`src/rtl/ifp_pkg.sv`:
```
package ifp_pkg;
    typedef enum logic [2:0] {
        ST_IDLE,
        ST_REQ_CUR,
        ST_REQ_NXT,
        ST_PENALTY,
        ST_WAIT,
        ST_DONE
    } ifp_state_e;
endpackage

```
`src/rtl/ifp_buffer.sv`:
```
module ifp_buffer #(
    parameter int AW  = 32,
    parameter int IDW = 32
) (
    input  logic           clk,
    input  logic           rst_n,
    input  logic           load,
    input  logic [AW-1:0]  load_addr,
    input  logic [IDW-1:0] load_id,
    input  logic           rsp_valid,
    input  logic [IDW-1:0] rsp_id,
    output logic [AW-1:0]  tag,
    output logic           tag_vld,
    output logic           pending
);
    logic [IDW-1:0] id_q;

    always_ff @(posedge clk) begin
        if (!rst_n) begin
            tag     <= '0;
            tag_vld <= 1'b0;
            pending <= 1'b0;
            id_q    <= '0;
        end else if (load) begin
            tag     <= load_addr;
            tag_vld <= 1'b1;
            pending <= 1'b1;
            id_q    <= load_id;
        end else if (rsp_valid && pending && (rsp_id == id_q)) begin
            pending <= 1'b0;
        end
    end
endmodule

```
`src/rtl/ifp_select.sv`:
```
module ifp_select #(
    parameter int AW = 32
) (
    input  logic [AW-1:0] tag0,
    input  logic          vld0,
    input  logic [AW-1:0] tag1,
    input  logic          vld1,
    input  logic [AW-1:0] pc_aln,
    output logic          sel
);
    logic hit0, hit1;

    always_comb begin
        hit0 = vld0 && (tag0 == pc_aln);
        hit1 = vld1 && (tag1 == pc_aln);
        // buffer 0 wins a match; a miss falls back to buffer 1
        if (hit0)      sel = 1'b0;
        else if (hit1) sel = 1'b1;
        else           sel = 1'b1;
    end
endmodule

```
`src/rtl/ifp_prefetch.sv`:
```
module ifp_prefetch
    import ifp_pkg::*;
#(
    parameter int AW          = 32,
    parameter int IDW         = 32,
    parameter int FETCH_BYTES = 16,
    parameter int PW          = 4,
    parameter int WW          = 8
) (
    input  logic           clk,
    input  logic           rst_n,
    input  logic           fetch_valid,
    input  logic [AW-1:0]  fetch_pc,
    input  logic           fetch_first,
    input  logic           cache_en,
    input  logic           count_en,
    input  logic           pen_set,
    input  logic [PW-1:0]  pen_val,
    input  logic           rsp_valid,
    input  logic [IDW-1:0] rsp_id,
    output logic           req_valid,
    output logic           req_buf,
    output logic [AW-1:0]  req_addr,
    output logic [IDW-1:0] req_id,
    output logic           stall,
    output logic           fetch_done,
    output logic           cur_buf,
    output logic [WW-1:0]  wait_cycles
);
    localparam int             NBUF     = 2;
    localparam logic [AW-1:0]  STEP     = AW'(FETCH_BYTES);
    localparam logic [AW-1:0]  LOW_MASK = AW'(FETCH_BYTES - 1);
    localparam logic [IDW-1:0] ID_START = {1'b1, {(IDW-1){1'b0}}};

    ifp_state_e st, st_nx;

    logic [AW-1:0]  pc_q, fetch_aln, nxt_addr;
    logic           cur_q, nxt_idx, sel_idx, first_q;
    logic [PW-1:0]  pen_q, pen_cnt;
    logic [IDW-1:0] ctr_q;
    logic [WW-1:0]  wait_q;
    logic           cur_miss, nxt_miss, active, pen_due;

    logic [AW-1:0]  tag     [NBUF];
    logic           tag_vld [NBUF];
    logic           pend    [NBUF];
    logic           load    [NBUF];

    generate
        for (genvar g = 0; g < NBUF; g++) begin : g_buf
            assign load[g] = req_valid && (req_buf == 1'(g));
            ifp_buffer #(.AW(AW), .IDW(IDW)) u_buf (
                .clk       (clk),
                .rst_n     (rst_n),
                .load      (load[g]),
                .load_addr (req_addr),
                .load_id   (ctr_q),
                .rsp_valid (rsp_valid),
                .rsp_id    (rsp_id),
                .tag       (tag[g]),
                .tag_vld   (tag_vld[g]),
                .pending   (pend[g])
            );
        end
    endgenerate

    assign fetch_aln = fetch_pc & ~LOW_MASK;

    ifp_select #(.AW(AW)) u_sel (
        .tag0   (tag[0]),
        .vld0   (tag_vld[0]),
        .tag1   (tag[1]),
        .vld1   (tag_vld[1]),
        .pc_aln (fetch_aln),
        .sel    (sel_idx)
    );

    always_comb begin
        active   = cache_en || count_en;
        nxt_idx  = ~cur_q;
        nxt_addr = pc_q + STEP;
        cur_miss = !(tag_vld[cur_q] && (tag[cur_q] == pc_q));
        nxt_miss = !(tag_vld[nxt_idx] && (tag[nxt_idx] == nxt_addr));
        pen_due  = first_q && (pen_q != '0);
    end

    // next-state logic
    always_comb begin
        st_nx = st;
        unique case (st)
            ST_IDLE:    if (fetch_valid) st_nx = active ? ST_REQ_CUR : ST_DONE;
            ST_REQ_CUR: st_nx = ST_REQ_NXT;
            ST_REQ_NXT: begin
                if (!count_en)    st_nx = ST_DONE;
                else if (pen_due) st_nx = ST_PENALTY;
                else              st_nx = ST_WAIT;
            end
            ST_PENALTY: if (pen_cnt == PW'(1)) st_nx = ST_WAIT;
            ST_WAIT:    if (!pend[cur_q]) st_nx = ST_DONE;
            ST_DONE:    st_nx = ST_IDLE;
            default:    st_nx = ST_IDLE;
        endcase
    end

    // state register
    always_ff @(posedge clk) begin
        if (!rst_n) st <= ST_IDLE;
        else        st <= st_nx;
    end

    // outputs
    always_comb begin
        req_valid = 1'b0;
        req_buf   = cur_q;
        req_addr  = pc_q;
        unique case (st)
            ST_REQ_CUR: req_valid = cur_miss;
            ST_REQ_NXT: begin
                req_valid = nxt_miss;
                req_buf   = nxt_idx;
                req_addr  = nxt_addr;
            end
            default: ;
        endcase
        req_id      = ctr_q;
        stall       = (st == ST_REQ_CUR) || (st == ST_REQ_NXT) ||
                      (st == ST_PENALTY) || (st == ST_WAIT);
        fetch_done  = (st == ST_DONE);
        cur_buf     = cur_q;
        wait_cycles = wait_q;
    end

    // datapath registers
    always_ff @(posedge clk) begin
        if (!rst_n) begin
            pc_q    <= '0;
            cur_q   <= 1'b1;
            first_q <= 1'b0;
            pen_q   <= '0;
            pen_cnt <= '0;
            ctr_q   <= ID_START;
            wait_q  <= '0;
        end else begin
            if (st == ST_IDLE && fetch_valid) begin
                pc_q    <= fetch_aln;
                cur_q   <= sel_idx;
                first_q <= fetch_first;
                wait_q  <= '0;
            end
            if (req_valid) ctr_q <= ctr_q + IDW'(1);
            if (st == ST_REQ_NXT && count_en && pen_due) begin
                pen_cnt <= pen_q;
                pen_q   <= '0;
            end
            if (st == ST_PENALTY) pen_cnt <= pen_cnt - PW'(1);
            if (st == ST_WAIT && pend[cur_q] && wait_q != '1)
                wait_q <= wait_q + WW'(1);
            if (pen_set) pen_q <= pen_val;
        end
    end
endmodule

```
`config.mk`:
```
export PLATFORM = sky130hd
export DESIGN_NAME = ifp_prefetch
export DESIGN_NICKNAME = d
export VERILOG_FILES = /design/src/rtl/ifp_pkg.sv /design/src/rtl/ifp_buffer.sv /design/src/rtl/ifp_select.sv /design/src/rtl/ifp_prefetch.sv
export SDC_FILE = /design/constraint.sdc
export NUM_CORES = 1
export LEC_CHECK = 0
export CAP_MARGIN = 10
export CORE_MARGIN = 2
export CORE_UTILIZATION = 61
export DETAILED_ROUTE_END_ITERATION = 8
export DONT_BUFFER_PORTS = 1
export MAX_ROUTING_LAYER = met4
export PLACE_DENSITY = 0.84
export SETUP_SLACK_MARGIN = 0.1
export SYNTH_ARGS = -nofsm -noshare
export SYNTH_HDL_FRONTEND = slang
export SYNTH_HIERARCHICAL = 1
export SYNTH_SLANG_ARGS = --single-unit
```
`constraint.sdc`:
```
create_clock -name clk -period 4.1 [get_ports clk]
set_input_delay 0.82 -clock clk [delete_from_list [all_inputs] [get_ports clk]]
set_output_delay 0.82 -clock clk [all_outputs]
set_load 0.01 [all_outputs]
```
==> summary.txt <==
STA
  • # setup viols final: 1
  • Fmax: 0.243 GHz
  • Crit path time final: 4.11 ns
  • Unrepaired setup endpoints after global routing: true
  • Tcrit/Tclk final: 100%
  • Worst-margin pin slew: between 0.7 and 0.8 ns
  • Setup slack after layout: -0.0116 ns
  • Hold Fails Final Rpt: 0
  • Final Slew Violations: 0
  • Clock Skew: around 0.023 ns
  • Relative slew slack: between 50% and 60%

Cells and area
  • Final Instance Area: around 14000 µm²
  • Antenna cells: 0
  • Area Growth Syn to Fin: 11.9%
  • Fin nets: 1522
  • Commonest non-fill, non-tap cell in the layout: dfxtp_1
  • Most frequent cells in the layout: 204 x dfxtp_1, 201 x mux2i_1, 139 x nand2_1, 139 x nor2b_1, 103 x xor2_1
  • Share of cells above drive strength 1: roughly an eighth

Route
  • Residual DRC: 0
  • DRT Wirelength: about 34000 µm
  • Drt first pass iters: 5
  • Vias: 10374
  • DR vias/cell: approximately 6.0
  • DRT antenna net count: 0
  • 1st-iter DRT viols: 1043
  • DR WL/cell: about 20 µm

Min path
  • Hold path depth: 2
  • HP Start: fetch_pc[14]
  • Worst Hold End: pc_q[14]
  • Min-Delay Path Class: in2reg

Global route
  • Total gr overflow: 0
  • Initial antenna violation count: 0
  • Vias in the first global route: roughly 10000
  • Pin count of the biggest net entering global routing: 252
  • Total track usage: between 30% and 40%
  • Global-route wire length before repair: approximately 53000 µm

Floorplanning
  • IO Pins: between 150 and 200
  • Die area: 22200 µm²
  • Die H: ~150 µm
  • Starting Density: 61.6%
  • Cell Rows: 53
  • Chip Width: 149 µm
  • Core Area: 20800 µm²

CTS
  • Clock transition at the registers of the reported paths: 0.06 ns
  • Clk_lat worst skew: between 0.5 and 0.6 ns
  • Clock Tree Root: clkbuf_16
  • CTS Sinks: between 200 and 250
  • TritonCTS clock tree: done
  • CTS buffer count: 25
  • Clock buffer depth: 3
  • H-Tree Level Count: 1

Logic synthesis
  • Count of state elements after synthesis: 213
  • Post-synthesis cell area: about 13000 µm²
  • Post-synth EDFFs: 0
  • Yosys warns: 6
  • Register area share after synthesis: 33.2%
  • Most used DFF post-synth: dfxtp_1
  • Post-Syn Instances: around 1400
  • Yosys cell types: 72
  • Syn Area/Cell: 8.96 µm²
  • Asr flop ratio synth: 0%

Worst setup path
  • Worst endpoint data arrival time: ~3.3 ns
  • CP Launch Type: flop
  • Critical Path RT: approximately 3.3 ns
  • Kind of critical path: reg2out
  • FF-to-FF path depth: 17
  • Flop2flop setup slack: 0.38 ns
  • RR Endpoint: g_buf[0].u_buf/pending
  • Origin of the critical flop-to-flop path: cur_buf
  • Crit-path max FO: 9
  • Worst Setup End Kind: primary output

Place
  • DP Wirelength: 22700 µm
  • Place WS: 0.211 ns
  • GP Congestion: around 0.94
  • Post-DP Area: approximately 13000 µm²
  • Port Buffers: 0

Pwr
  • Maximum vdd drop: 0.319 mV
  • Pwr dens: about 380 nW/µm²
  • Leak: about 5.2 nW
  • Pwr Total: 5.42 mW

Status
  • Failing checks: setup timing
  • Status: finished with violations

Job
  • Max-capacitance violation count: 0
## Yosys cell counts (24+ instances only)
cell      count  area, µm²
dfxtp_1     213       4260
a21boi_0     32        240
xnor2_1      85        744
mux2i_1     207       2070
nand2_1     140        526
nand3_1      54        270
nand4_1      41        257
nand2b_1     28        175
clkbuf_1     59        221
xor2_1      103        902
nor2_1       39        146
nor2b_1     139        870
buf_2        24        120
## kinds of logic (layout without fill, tap and decap cells)
kind of cell	count (synthesis)	in the layout	share of synthesized area, %
AND/OR/NAND/NOR	554	554	24.3
flip-flops	213	213	33.2
XOR/XNOR	188	188	12.8
multiplexers	213	213	16.8
adder cells (fa/ha/maj)	5	5	0.488
buffers and inverters	117	126	4.53
AO/OA/AOI/OAI	141	141	7.83
other	1	16	0.0292
## metrics by stage
stage,cells,hold slack (ns),setup TNS [ns],utilization (%)
6_report,1731,0.409,-0.0116,68.9
2_1_floorplan,1447,0.444,0,-
3_3_place_gp,1660,0.458,0,63.0
3_5_place_dp,1660,0.480,0,63.0
4_1_cts,1721,0.370,0,68.1
5_1_grt,1731,0.411,-0.0640,68.9
## worst max-delay path by stage
| stage | start | end | slack (ns) | cells past startpoint |
|---|---|---|---|---|
| final | cur_buf | req_valid | -0.01 | 12 |
| after global routing | pc_q[9] | req_valid | -0.06 | 10 |
| after CTS | cur_buf | req_valid | 0.05 | 9 |
| after detailed placement | pc_q[4] | g_buf[1].u_buf/pending | 0.21 | 13 |
| after global placement | pc_q[4] | g_buf[0].u_buf/pending | 0.25 | 14 |
| after floorplan | pc_q[4] | g_buf[1].u_buf/pending | 0.45 | 15 |
## registers in the layout (all words and copies together) (netlist names)
signal               count
pc_q                    28
g_buf.u_buf/tag_vld      2
g_buf.u_buf/id_q        64
pen_q                    4
cur_buf                  1
wait_cycles              8
pen_cnt                  4
req_id                  32
g_buf.u_buf/tag         64
g_buf.u_buf/pending      2
st                       3
first_q                  1
## what timing repair did
item	in CTS	in global routing
hold buffers	0	0
setup buffers	19	10
gates resized for setup	23	21
pin swaps	14	14
endpoints found under the setup margin	1	1
## layout make-up
class / instances / area (µm²)
tap: 275 / 344
clock inverter: 8 / 61.3
inverter: 9 / 33.8
clock buffer: 34 / 719
fill: 1568 / 6470
sequential: 213 / 4280
timing repair buffer: 75 / 653
multi-input combinational: 1117 / 8260
## critical path: stages, from the launching register on
cell,delay [ns]
dfxtp_4,0.41
buf_12,0.14
buf_12,0.13
buf_4,0.13
mux2i_1,0.22
xor2_1,0.22
xnor2_1,0.12
nor3_2,0.29
o2111ai_4,0.15
or4_4,0.55
a21boi_4,0.21
inv_2,0.06
buf_6,0.12
## power by group
group          internal, mW  switching (mW)  leakage, nW
clock                  1.23           0.910        0.394
sequential             2.14          0.0848         1.73
combinational         0.464           0.584         3.09
total                  3.84            1.58         5.21
## metal layers
| metal | vias to the layer above | GRT usage [%] | wire length [µm] |
|---|---|---|---|
| li1 | 4979 | - | - |
| met1 | 4887 | 35.2 | 13300 |
| met2 | 396 | 50.4 | 16500 |
| met3 | 112 | 6.94 | 2830 |
| met4 | 0 | 13.4 | 1630 |
| met5 | - | - | 0 |
Note: power is estimated with default switching activity, not from simulation.
